[src/rtl/pec_pkg.sv]
package pec_pkg;

  localparam int CODE_W   = 8;
  localparam int UMASK_W  = 8;
  localparam int THRESH_W = 8;

  typedef struct packed {
    logic                int_en;
    logic                invert;
    logic                edge_en;
    logic                usr_en;
    logic                os_en;
    logic                enable;
    logic [THRESH_W-1:0] thresh;
    logic [UMASK_W-1:0]  umask;
    logic [CODE_W-1:0]   code;
  } pec_cfg_t;

  localparam int CFG_W = $bits(pec_cfg_t);

endpackage

[src/rtl/pec_event_select.sv]
module pec_event_select
  import pec_pkg::*;
#(
  parameter int NUM_SRC     = 4,
  parameter int CTR_INDEX   = 0,
  parameter int ONLY0_CODE  = 2,
  parameter int ONLY1_CODE  = 3,
  localparam int LINES_W    = NUM_SRC * UMASK_W,
  localparam int CNT_W      = $clog2(UMASK_W + 1)
) (
  input  logic [LINES_W-1:0] evt_lines,
  input  logic [CODE_W-1:0]  code,
  input  logic [UMASK_W-1:0] umask,
  output logic [CNT_W-1:0]   cnt
);

  logic [CNT_W-1:0] src_cnt [NUM_SRC];
  logic             code_legal;

  // one masked population count per source
  for (genvar s = 0; s < NUM_SRC; s++) begin : g_src
    always_comb begin
      src_cnt[s] = '0;
      for (int j = 0; j < UMASK_W; j++) begin
        src_cnt[s] = src_cnt[s] + CNT_W'(evt_lines[s*UMASK_W + j] & umask[j]);
      end
    end
  end

  always_comb begin
    code_legal = (int'(code) < NUM_SRC);
    if (int'(code) == ONLY0_CODE && CTR_INDEX != 0) code_legal = 1'b0;
    if (int'(code) == ONLY1_CODE && CTR_INDEX != 1) code_legal = 1'b0;
    cnt = '0;
    for (int s = 0; s < NUM_SRC; s++) begin
      if (code_legal && int'(code) == s) cnt = src_cnt[s];
    end
  end

endmodule

[src/rtl/pec_qualify.sv]
module pec_qualify
  import pec_pkg::*;
#(
  parameter int CNT_W = 4,
  localparam int CMP_W = (THRESH_W > CNT_W) ? THRESH_W : CNT_W
) (
  input  logic                clk,
  input  logic                rst_n,
  input  logic [CNT_W-1:0]    cnt,
  input  logic [1:0]          priv_level,
  input  logic                enable,
  input  logic                os_en,
  input  logic                usr_en,
  input  logic                edge_en,
  input  logic                invert,
  input  logic [THRESH_W-1:0] thresh,
  output logic [CNT_W-1:0]    inc
);

  logic prev_q, prev_d;
  logic os_eff, usr_eff, ring_ok, thr_zero, cmp_hit, cond;
  logic [CMP_W-1:0] cnt_x, thr_x;

  always_comb begin
    os_eff   = os_en  | ~(os_en | usr_en);
    usr_eff  = usr_en | ~(os_en | usr_en);
    ring_ok  = (priv_level == 2'd0) ? os_eff : usr_eff;
    thr_zero = (thresh == '0);
    cnt_x    = CMP_W'(cnt);
    thr_x    = CMP_W'(thresh);
    cmp_hit  = invert ? (cnt_x < thr_x) : (cnt_x >= thr_x);
    cond     = ring_ok & (thr_zero ? (cnt != '0) : cmp_hit);
    prev_d   = enable & cond;

    if (!enable)       inc = '0;
    else if (edge_en)  inc = CNT_W'(cond & ~prev_q);
    else if (thr_zero) inc = ring_ok ? cnt : '0;
    else               inc = CNT_W'(cond);
  end

  always_ff @(posedge clk or negedge rst_n) begin
    if (!rst_n) prev_q <= 1'b0;
    else        prev_q <= prev_d;
  end

endmodule

[src/rtl/pec_accum.sv]
module pec_accum #(
  parameter int CTR_W = 40,
  parameter int CNT_W = 4
) (
  input  logic             clk,
  input  logic             rst_n,
  input  logic [CNT_W-1:0] inc,
  input  logic             ctr_we,
  input  logic [CTR_W-1:0] ctr_wdata,
  input  logic             int_en,
  output logic [CTR_W-1:0] ctr_q,
  output logic             ovf_q,
  output logic             irq_q
);

  logic [CTR_W:0]   sum;
  logic [CTR_W-1:0] ctr_d;
  logic             ctr_ld, wrap, ovf_d, irq_d;

  always_comb begin
    sum    = {1'b0, ctr_q} + (CTR_W+1)'(inc);
    wrap   = ~ctr_we & sum[CTR_W];
    ctr_ld = ctr_we | (inc != '0);
    ctr_d  = ctr_we ? ctr_wdata : sum[CTR_W-1:0];
    ovf_d  = ovf_q | wrap;
    irq_d  = wrap & int_en;
  end

  always_ff @(posedge clk or negedge rst_n) begin
    if (!rst_n) begin
      ctr_q <= '0;
      ovf_q <= 1'b0;
      irq_q <= 1'b0;
    end else begin
      if (ctr_ld) ctr_q <= ctr_d;
      ovf_q <= ovf_d;
      irq_q <= irq_d;
    end
  end

endmodule

[src/rtl/perf_event_counter.sv]
module perf_event_counter
  import pec_pkg::*;
#(
  parameter int NUM_SRC    = 4,
  parameter int CTR_W      = 40,
  parameter int CTR_INDEX  = 0,
  parameter int ONLY0_CODE = 2,
  parameter int ONLY1_CODE = 3,
  localparam int LINES_W   = NUM_SRC * UMASK_W,
  localparam int CNT_W     = $clog2(UMASK_W + 1)
) (
  input  logic               clk,
  input  logic               rst_n,
  input  logic               cfg_we,
  input  logic [CFG_W-1:0]   cfg_wdata,
  input  logic               ctr_we,
  input  logic [CTR_W-1:0]   ctr_wdata,
  input  logic [1:0]         priv_level,
  input  logic [LINES_W-1:0] evt_lines,
  output logic [CTR_W-1:0]   ctr_value,
  output logic               ovf_flag,
  output logic               irq
);

  logic [1:0]       rst_sync;
  logic             rst_sync_n;
  pec_cfg_t         cfg_q, cfg_d;
  logic             cfg_en_w, cfg_edge_w;
  logic [CNT_W-1:0] evt_cnt, inc;

  // asynchronous assertion, synchronous release
  always_ff @(posedge clk or negedge rst_n) begin
    if (!rst_n) rst_sync <= 2'b00;
    else        rst_sync <= {rst_sync[0], 1'b1};
  end
  assign rst_sync_n = rst_sync[1];

  always_comb cfg_d = cfg_we ? pec_cfg_t'(cfg_wdata) : cfg_q;

  always_ff @(posedge clk or negedge rst_sync_n) begin
    if (!rst_sync_n) cfg_q <= '0;
    else             cfg_q <= cfg_d;
  end

  assign cfg_en_w   = cfg_q.enable;
  assign cfg_edge_w = cfg_q.edge_en;

  pec_event_select #(
    .NUM_SRC(NUM_SRC), .CTR_INDEX(CTR_INDEX),
    .ONLY0_CODE(ONLY0_CODE), .ONLY1_CODE(ONLY1_CODE)
  ) u_sel (
    .evt_lines(evt_lines), .code(cfg_q.code), .umask(cfg_q.umask), .cnt(evt_cnt)
  );

  pec_qualify #(.CNT_W(CNT_W)) u_qual (
    .clk(clk), .rst_n(rst_sync_n), .cnt(evt_cnt), .priv_level(priv_level),
    .enable(cfg_en_w), .os_en(cfg_q.os_en), .usr_en(cfg_q.usr_en),
    .edge_en(cfg_edge_w), .invert(cfg_q.invert), .thresh(cfg_q.thresh), .inc(inc)
  );

  pec_accum #(.CTR_W(CTR_W), .CNT_W(CNT_W)) u_acc (
    .clk(clk), .rst_n(rst_sync_n), .inc(inc), .ctr_we(ctr_we),
    .ctr_wdata(ctr_wdata), .int_en(cfg_q.int_en),
    .ctr_q(ctr_value), .ovf_q(ovf_flag), .irq_q(irq)
  );

endmodule

[config.mk]
export PLATFORM = sky130hd
export DESIGN_NAME = perf_event_counter
export DESIGN_NICKNAME = d
export VERILOG_FILES = /design/src/rtl/pec_pkg.sv /design/src/rtl/pec_event_select.sv /design/src/rtl/pec_qualify.sv /design/src/rtl/pec_accum.sv /design/src/rtl/perf_event_counter.sv
export SDC_FILE = /design/constraint.sdc
export NUM_CORES = 1
export LEC_CHECK = 0
export BUFFER_PORTS_ARGS = -buffer_cell sky130_fd_sc_hd__buf_2
export CAP_MARGIN = 20
export CELL_PAD_IN_SITES_DETAIL_PLACEMENT = 1
export CELL_PAD_IN_SITES_GLOBAL_PLACEMENT = 1
export CORE_MARGIN = 2
export CORE_UTILIZATION = 40
export CTS_BUF_LIST = sky130_fd_sc_hd__clkbuf_4
export CTS_CLUSTER_SIZE = 16
export DETAILED_ROUTE_END_ITERATION = 8
export PLACE_DENSITY = 0.81
export SYNTH_ARGS = -nofsm -noshare
export SYNTH_HDL_FRONTEND = slang
export SYNTH_HIERARCHICAL = 1
export SYNTH_SLANG_ARGS = --single-unit
[constraint.sdc]
create_clock -name clk -period 3.07 [get_ports clk]
set_input_delay 0.307 -clock clk [delete_from_list [all_inputs] [get_ports clk]]
set_output_delay 0.307 -clock clk [all_outputs]
set_load 0.005 [all_outputs]
==> impl_metrics.yaml, run 1 <==
timing:
  setup_viol: 43
  fin_hold_ws_ns: 0.05836
  setup_slack_ns: -2.806
  fmax_mhz: 170.2
  clock_skew_ns: 0.02265
  fin_crit_sh_pct: 191.4
  slew_headroom_pct: 30.58
  layout_min_cycle_time_ns: 5.876
  timing.final.hold_violations: 0
  worstMarginPinSlew_ns: 1.041
  finalMaxSlewViolations: 0
  rsz0062_at_grt: "true"
floorplan:
  fp.dieArea_um2: 13070
  start_util_pct: 40.70
  rows: 40
  ios: 150
  die_x_um: 114.3
  die_h_um: 114.3
  coreArea_um2: 11960
routing:
  routed_wl_mm: 16.36
  drc_errors: 0
  wire_per_inst_um: 19.68
  vias: 4455
  avgViaCountPerCell: 5.361
  drtAntennaViolNets: 0
  first_iter_violations: 183
  dr.pass1.iters: 4
layout:
  fin_cells: 831
  area_delta_synth_final_pct: 40.97
  antenna_cells: 0
  postLayoutCellArea_um2: 6863
  drive_gt1_share_pct: 47.37
  final_nets: 817
clock_tree:
  clk_path_buf_depth: 2
  cts_sinks: 75
  cts-root-buf: "clkbuf_4"
  clk_latency_ns: 0.45
  cts_buffers: 9
  cts_tree: "done"
  htreeDepth: 3
  clk_pin_slew_ns: 0.14
power:
  p_leak_nw: 3.343
  ir_drop_mv: 0.2376
  power_mw: 2.778
  p_per_area_nw_per_um2: 404.7
synthesis:
  yosysMostFrequentCell: "dfrtp_1"
  synth_fp_nets: 620
  synthTopCellsByCount: "dfrtp_1 (75), nand2_1 (72), o21ai_0 (35), xnor2_1 (35), mux2_4 (30)"
  ys_top_cells_by_area: "dfrtp_1 (39%), mux2_4 (9.3%), xnor2_1 (6.3%), nand2_1 (5.6%), fa_1 (5.3%)"
  ys_warn_count: 6
  synthCells: 482
  synthArstFlopShare_pct: 100.0
  synthFlopType: "dfrtp_1"
  synth_area_leader_cell: "dfrtp_1"
  syn_area_per_cell_um2: 10.10
  ys_seq_area_share_pct: 38.55
  post_synth_num_cell_types: 59
  synth_edf_count: 0
  ys_ff_latch: 75
  yosysTopAreaCellShare_pct: 38.55
  synthesis.area_um2: 4868
global_routing:
  grt_pass1_wl_mm: 23.39
  globalRouteOverflowTotal: 0
  antenna_found_initial: 0
  grt_pass1_vias: 4661
  grt_max_degree: 74
  grt_usage_pct: 22.65
run_status:
  violations: "setup timing"
  outcome: "finished, violations left"
worst_hold_path:
  hp-class: "in -> reg"
  whs_path_depth: 3
job:
  maxCapViolations: 0
critical_path:
  end_kind: "register"
  critical_path_class: "reg -> reg"
  arrival_ns: 6.16
  cp_max_fo: 4
  start_kind: "register"
  reg2reg_depth: 24
  crit_required_ns: 3.36
place:
  dp_cells: 790
  dp_hpwl_mm: 10.40
  placed_cell_area_um2: 6050
  io_buffers: 141
  place.gp.congestion: 0.8462
==> cells in the final DEF, fill, tap and decap left out, types with 11 or more instances in the layout <==
cell,instances
buf_2,141
buf_4,50
dfrtp_1,74
fa_1,12
ha_1,13
inv_1,27
mux2_4,30
nand2_1,70
nand3_1,11
nand4_1,13
nor4_4,12
o21ai_0,25
o21ai_1,11
xnor2_1,32
==> timing repair <==
| item | CTS | global route |
|---|---|---|
| buffers inserted | 10 | 14 |
| endpoints found under the setup margin | 43 | 43 |
| hold buffers | 1 | 0 |
| resized for setup | 31 | 47 |
| cloned | 0 | 2 |
| hold endpoints to repair | 2 | 0 |
| pin swaps | 18 | 25 |
==> worst max-delay path, cell delays in order, from the launching register on <==
cell and delay (ns):
dfrtp_1 0.43, nand2_1 0.10, fa_1 0.49, fa_1 0.50
inv_1 0.07, fa_1 0.55, ha_2 0.19, inv_1 0.05
fa_1 0.40, xnor2_2 0.17, a22oi_2 0.21, a21oi_2 0.10
ha_1 0.35, a41oi_2 0.18, nand3_1 0.11, a21oi_2 0.21
nor3_2 0.09, ha_2 0.21, fa_2 0.38, and3_4 0.21
o21ai_4 0.19, buf_6 0.15, nor4_4 0.05, xnor2_1 0.21
o21ai_0 0.13
==> where the power goes <==
group	switching [mW]	leakage, nW	total (mW)	internal (mW)
registers	0.136	0.897	1.21	1.08
clock network	0.378	0.0940	0.788	0.411
logic	0.364	2.35	0.775	0.411
==> through the flow <==
| step | TNS (ns) | util [%] | worst slack [ns] |
|---|---|---|---|
| 2_1_floorplan | -85.28 | - | -2.301 |
| 4_1_cts | -106.35 | 54.09 | -2.678 |
| 5_1_grt | -122.09 | 57.37 | -3.034 |
| 3_3_place_gp | -98.80 | 50.58 | -2.518 |
| 3_5_place_dp | -108.21 | 50.58 | -2.717 |
| 6_report | -112.15 | 57.37 | -2.806 |
==> worst paths after layout <==
| path | from | slack [ns] | end |
|---|---|---|---|
| worst max-delay path | cfg_q[11]$_DFFE_PN0P_ | -2.81 | u_acc/ctr_q[24]$_DFFE_PN0P_ |
| min in group asynchronous | rst_n | 0.18 | rst_sync[1]$_DFF_PN0_ |
| worst max register to register | cfg_q[11]$_DFFE_PN0P_ | -2.81 | u_acc/ctr_q[24]$_DFFE_PN0P_ |
| worst min register to register | rst_sync[0]$_DFF_PN0_ | 0.37 | rst_sync[1]$_DFF_PN0_ |
| max in group asynchronous | rst_sync[1]$_DFF_PN0_ | 1.92 | u_acc/ctr_q[7]$_DFFE_PN0P_ |
| worst min-delay path | ctr_wdata[19] | 0.06 | u_acc/ctr_q[19]$_DFFE_PN0P_ |
==> cell type report <==
class / count / area (µm²)
sequential: 75 / 1881
inverter: 29 / 108.9
multi-input combinational: 358 / 3213
fill: 1344 / 5099
clock buffer: 9 / 67.56
timing repair buffer: 206 / 1294
tap: 147 / 183.9
clock inverter: 7 / 115.1
==> metal layers <==
metal | track usage [%] | wire length (µm) | vias up
met4 | 6.829 | 369 | 0
met3 | 3.017 | 792 | 28
met5 | 0 | 0 | -
li1 | - | - | 2079
met2 | 38.49 | 8133 | 139
met1 | 30.22 | 7058 | 2209
==> flip-flops by register name, indices dropped and copies added, names as in the netlist <==
signal,count
cfg_edge_w,1
u_acc/ovf_q,1
u_acc/ctr_q,40
rst_sync,2
u_qual/prev_q,1
cfg_q,28
u_acc/irq_q,1
cfg_en_w,1
==> cell families after synthesis <==
group	after synthesis	share of synthesized area (%)
compound gates	70	8.970
mux	36	10.59
xor+xnor	39	7.016
buf+inv	49	5.011
simple gates	182	20.07
other cells	1	0.07703
flops	75	38.55
fa+ha+maj	30	9.715
Power figures use the tool's default switching activity.
==> run 2: changes to the inputs <==
--- a/config.mk
+++ b/config.mk
@@ -10,11 +10,11 @@
 export CELL_PAD_IN_SITES_DETAIL_PLACEMENT = 1
 export CELL_PAD_IN_SITES_GLOBAL_PLACEMENT = 1
 export CORE_MARGIN = 2
-export CORE_UTILIZATION = 40
-export CTS_BUF_LIST = sky130_fd_sc_hd__clkbuf_4
+export CORE_UTILIZATION = 39
 export CTS_CLUSTER_SIZE = 16
 export DETAILED_ROUTE_END_ITERATION = 8
-export PLACE_DENSITY = 0.81
+export HOLD_SLACK_MARGIN = 0.12
+export PLACE_DENSITY = 0.79
 export SYNTH_ARGS = -nofsm -noshare
 export SYNTH_HDL_FRONTEND = slang
 export SYNTH_HIERARCHICAL = 1
==> impl_metrics.yaml, run 2 (synthesized netlist as in run 1, its figures left out) <==
floorplan:
  fp.dieArea_um2: 13390
  rows: 40
  die_h_um: 115.7
  start_util_pct: 40.20
  coreArea_um2: 12110
  die_x_um: 115.7
  ios: 150
routing:
  first_iter_violations: 218
  avgViaCountPerCell: 5.292
  drtAntennaViolNets: 0
  routed_wl_mm: 16.39
  wire_per_inst_um: 19.13
  wl_met3_um: 823
  dr.pass1.iters: 4
  met1_length_mm: 7.039
  vias: 4535
  topRoutingLayerUsed: "met4"
  drc_errors: 0
  wl_met2_mm: 8.117
power:
  p_per_area_nw_per_um2: 452.8
  ir_drop_mv: 0.2701
  seqPwrFrac_pct: 38.4
  power_frac_clock_pct: 37.5
  switching_share_pct: 29.46
  intPower_mw: 2.229
  p_leak_nw: 3.335
  combPwrFrac_pct: 24.0
  power_mw: 3.160
  p_sw_uw: 931.0
critical_path:
  reg2reg_slack_ns: -2.79
  critical_path_class: "reg -> reg"
  crit_required_ns: 3.27
  worstSetupStartpoint: "cfg_q[9]$_DFFE_PN0P_"
  arrival_ns: 6.05
  end_kind: "register"
  cp_max_fo: 5
  start_kind: "register"
  reg2reg_to: "u_acc/ctr_q[24]$_DFFE_PN0P_"
  reg2reg_from: "cfg_q[9]$_DFFE_PN0P_"
  reg2reg_depth: 25
layout:
  multiInputGateArea_um2: 3102
  regMostFlops: "u_acc/ctr_q"
  largest_reg_flops: 40
  nFillCells: 1379
  area_delta_synth_final_pct: 43.33
  final_cell_mix: "buf_2 (141), dfrtp_1 (74), nand2_1 (71), buf_4 (54), xnor2_1 (34)"
  postLayoutCellArea_um2: 6978
  biggestRegsByFlops: "u_acc/ctr_q x40, cfg_q x28, rst_sync x2"
  final_nets: 821
  layout_commonest_cell: "buf_2"
  seq_area_um2: 1881
  drive_gt1_share_pct: 46.22
global_routing:
  grt_usage_pct: 23.53
  globalRouteOverflowTotal: 0
  antenna_found_initial: 0
  grt_pass1_vias: 4950
  grt_max_degree: 74
  grt_pass1_wl_mm: 24.41
timing:
  setup_slack_ns: -2.788
  tns_ns: -110.55
  rsz0062_at_grt: "true"
  fin_crit_sh_pct: 190.8
  finalMaxSlewViolations: 0
  setup_viol: 43
  timing.final.hold_violations: 0
  fmax_mhz: 170.7
  clock_skew_ns: 0.007035
  slew_headroom_pct: 31.94
  worstMarginPinSlew_ns: 1.021
  layout_min_cycle_time_ns: 5.858
clock_tree:
  clk_pin_slew_ns: 0.06
  htreeDepth: 3
  cts_buffers: 9
  clk_path_buf_depth: 2
  cts-root-buf: "clkbuf_16"
  clk_latency_ns: 0.34
  cts_sinks: 75
  cts_tree: "done"
worst_hold_path:
  hp-class: "in -> reg"
  hold_path_end: "u_acc/ctr_q[15]$_DFFE_PN0P_"
  whs_path_depth: 3
  hold_start: "ctr_wdata[15]"
place:
  place.gp.congestion: 0.8171
  io_buffers: 141
  dp_hpwl_mm: 10.55
  placed_cell_area_um2: 6106
run_status:
  outcome: "finished, violations left"
  violations: "setup timing"
job:
  maxCapViolations: 0
## run 2: cell count changes in the layout (fill, tap and decap cells not counted), moves of 3 or more
cell	delta
buf_4	+4
xnor2_2	-3
nor3_4	-4
clkbuf_16	+10
clkbuf_4	-9
nor3_1	+5
## run 2: how the worst max path moves through the flow
stage,to,depth (start not counted)
finish,u_acc/ctr_q[24]$_DFFE_PN0P_,25
CTS,u_acc/ctr_q[36]$_DFFE_PN0P_,24
global route,u_acc/ctr_q[24]$_DFFE_PN0P_,25
detailed placement,u_acc/ctr_q[12]$_DFFE_PN0P_,25
global placement,u_acc/ctr_q[12]$_DFFE_PN0P_,26
floorplan,u_acc/ctr_q[36]$_DFFE_PN0P_,23
## run 2: worst max-delay path, stage by stage, from the launching register on
cell	delay, ns
dfrtp_1	0.40
nand2_1	0.09
fa_1	0.52
fa_1	0.51
inv_1	0.05
fa_1	0.49
ha_2	0.20
inv_2	0.04
fa_1	0.48
nor2b_1	0.05
o21ai_1	0.20
a21oi_2	0.10
ha_1	0.29
nor2b_4	0.13
o211ai_2	0.19
nand3_1	0.13
a21oi_2	0.19
nor3_2	0.07
ha_2	0.20
fa_2	0.40
and3_4	0.18
o21ai_4	0.23
buf_12	0.16
nor4_2	0.05
xnor2_1	0.25
o21ai_1	0.11
## run 2: power groups by stage
stage          clock network (mW)  registers (mW)  logic [mW]
2_1_floorplan                   0            1.19       0.426
3_3_place_gp                    0            1.22       0.660
3_5_place_dp                    0            1.23       0.693
4_1_cts                      1.20            1.21       0.737
5_1_grt                      1.26            1.23       0.847
6_report                     1.19            1.21       0.759
## run 2: cell type report
cell class,count,share of cell area (%)
antenna,1,0.03586
tap,168,3.012
multi-input combinational,358,44.45
clock buffer,10,3.425
inverter,29,1.560
sequential,75,26.95
clock inverter,6,1.273
timing repair buffer,210,19.29
## run 2: per-stage QoR
| stage | utilization [%] | setup slack (ns) | hold slack [ns] | std cells |
|---|---|---|---|---|
| 2_1_floorplan | - | -2.301 | 0.01141 | 482 |
| 3_3_place_gp | 50.41 | -2.583 | 0.09397 | 815 |
| 3_5_place_dp | 50.41 | -2.761 | 0.09566 | 815 |
| 4_1_cts | 55.76 | -2.680 | 0.1588 | 846 |
| 5_1_grt | 57.59 | -3.033 | 0.1644 | 856 |
| 6_report | 57.61 | -2.788 | 0.1641 | 857 |
## run 2: per-layer routing
| metal | GRT usage [%] | vias up |
|---|---|---|
| li1 | - | 2097 |
| met1 | 30.42 | 2259 |
| met2 | 39.45 | 148 |
| met3 | 4.603 | 31 |
| met4 | 8.413 | 0 |
| met5 | 0 | - |
## run 2: repair_timing
action	4_1_cts	5_1_grt
setup buffers	15	8
gates cloned	0	3
hold endpoints to repair	2	0
hold buffers	1	0
setup endpoints to repair	43	43
resized for setup	35	21
pin swaps	14	13
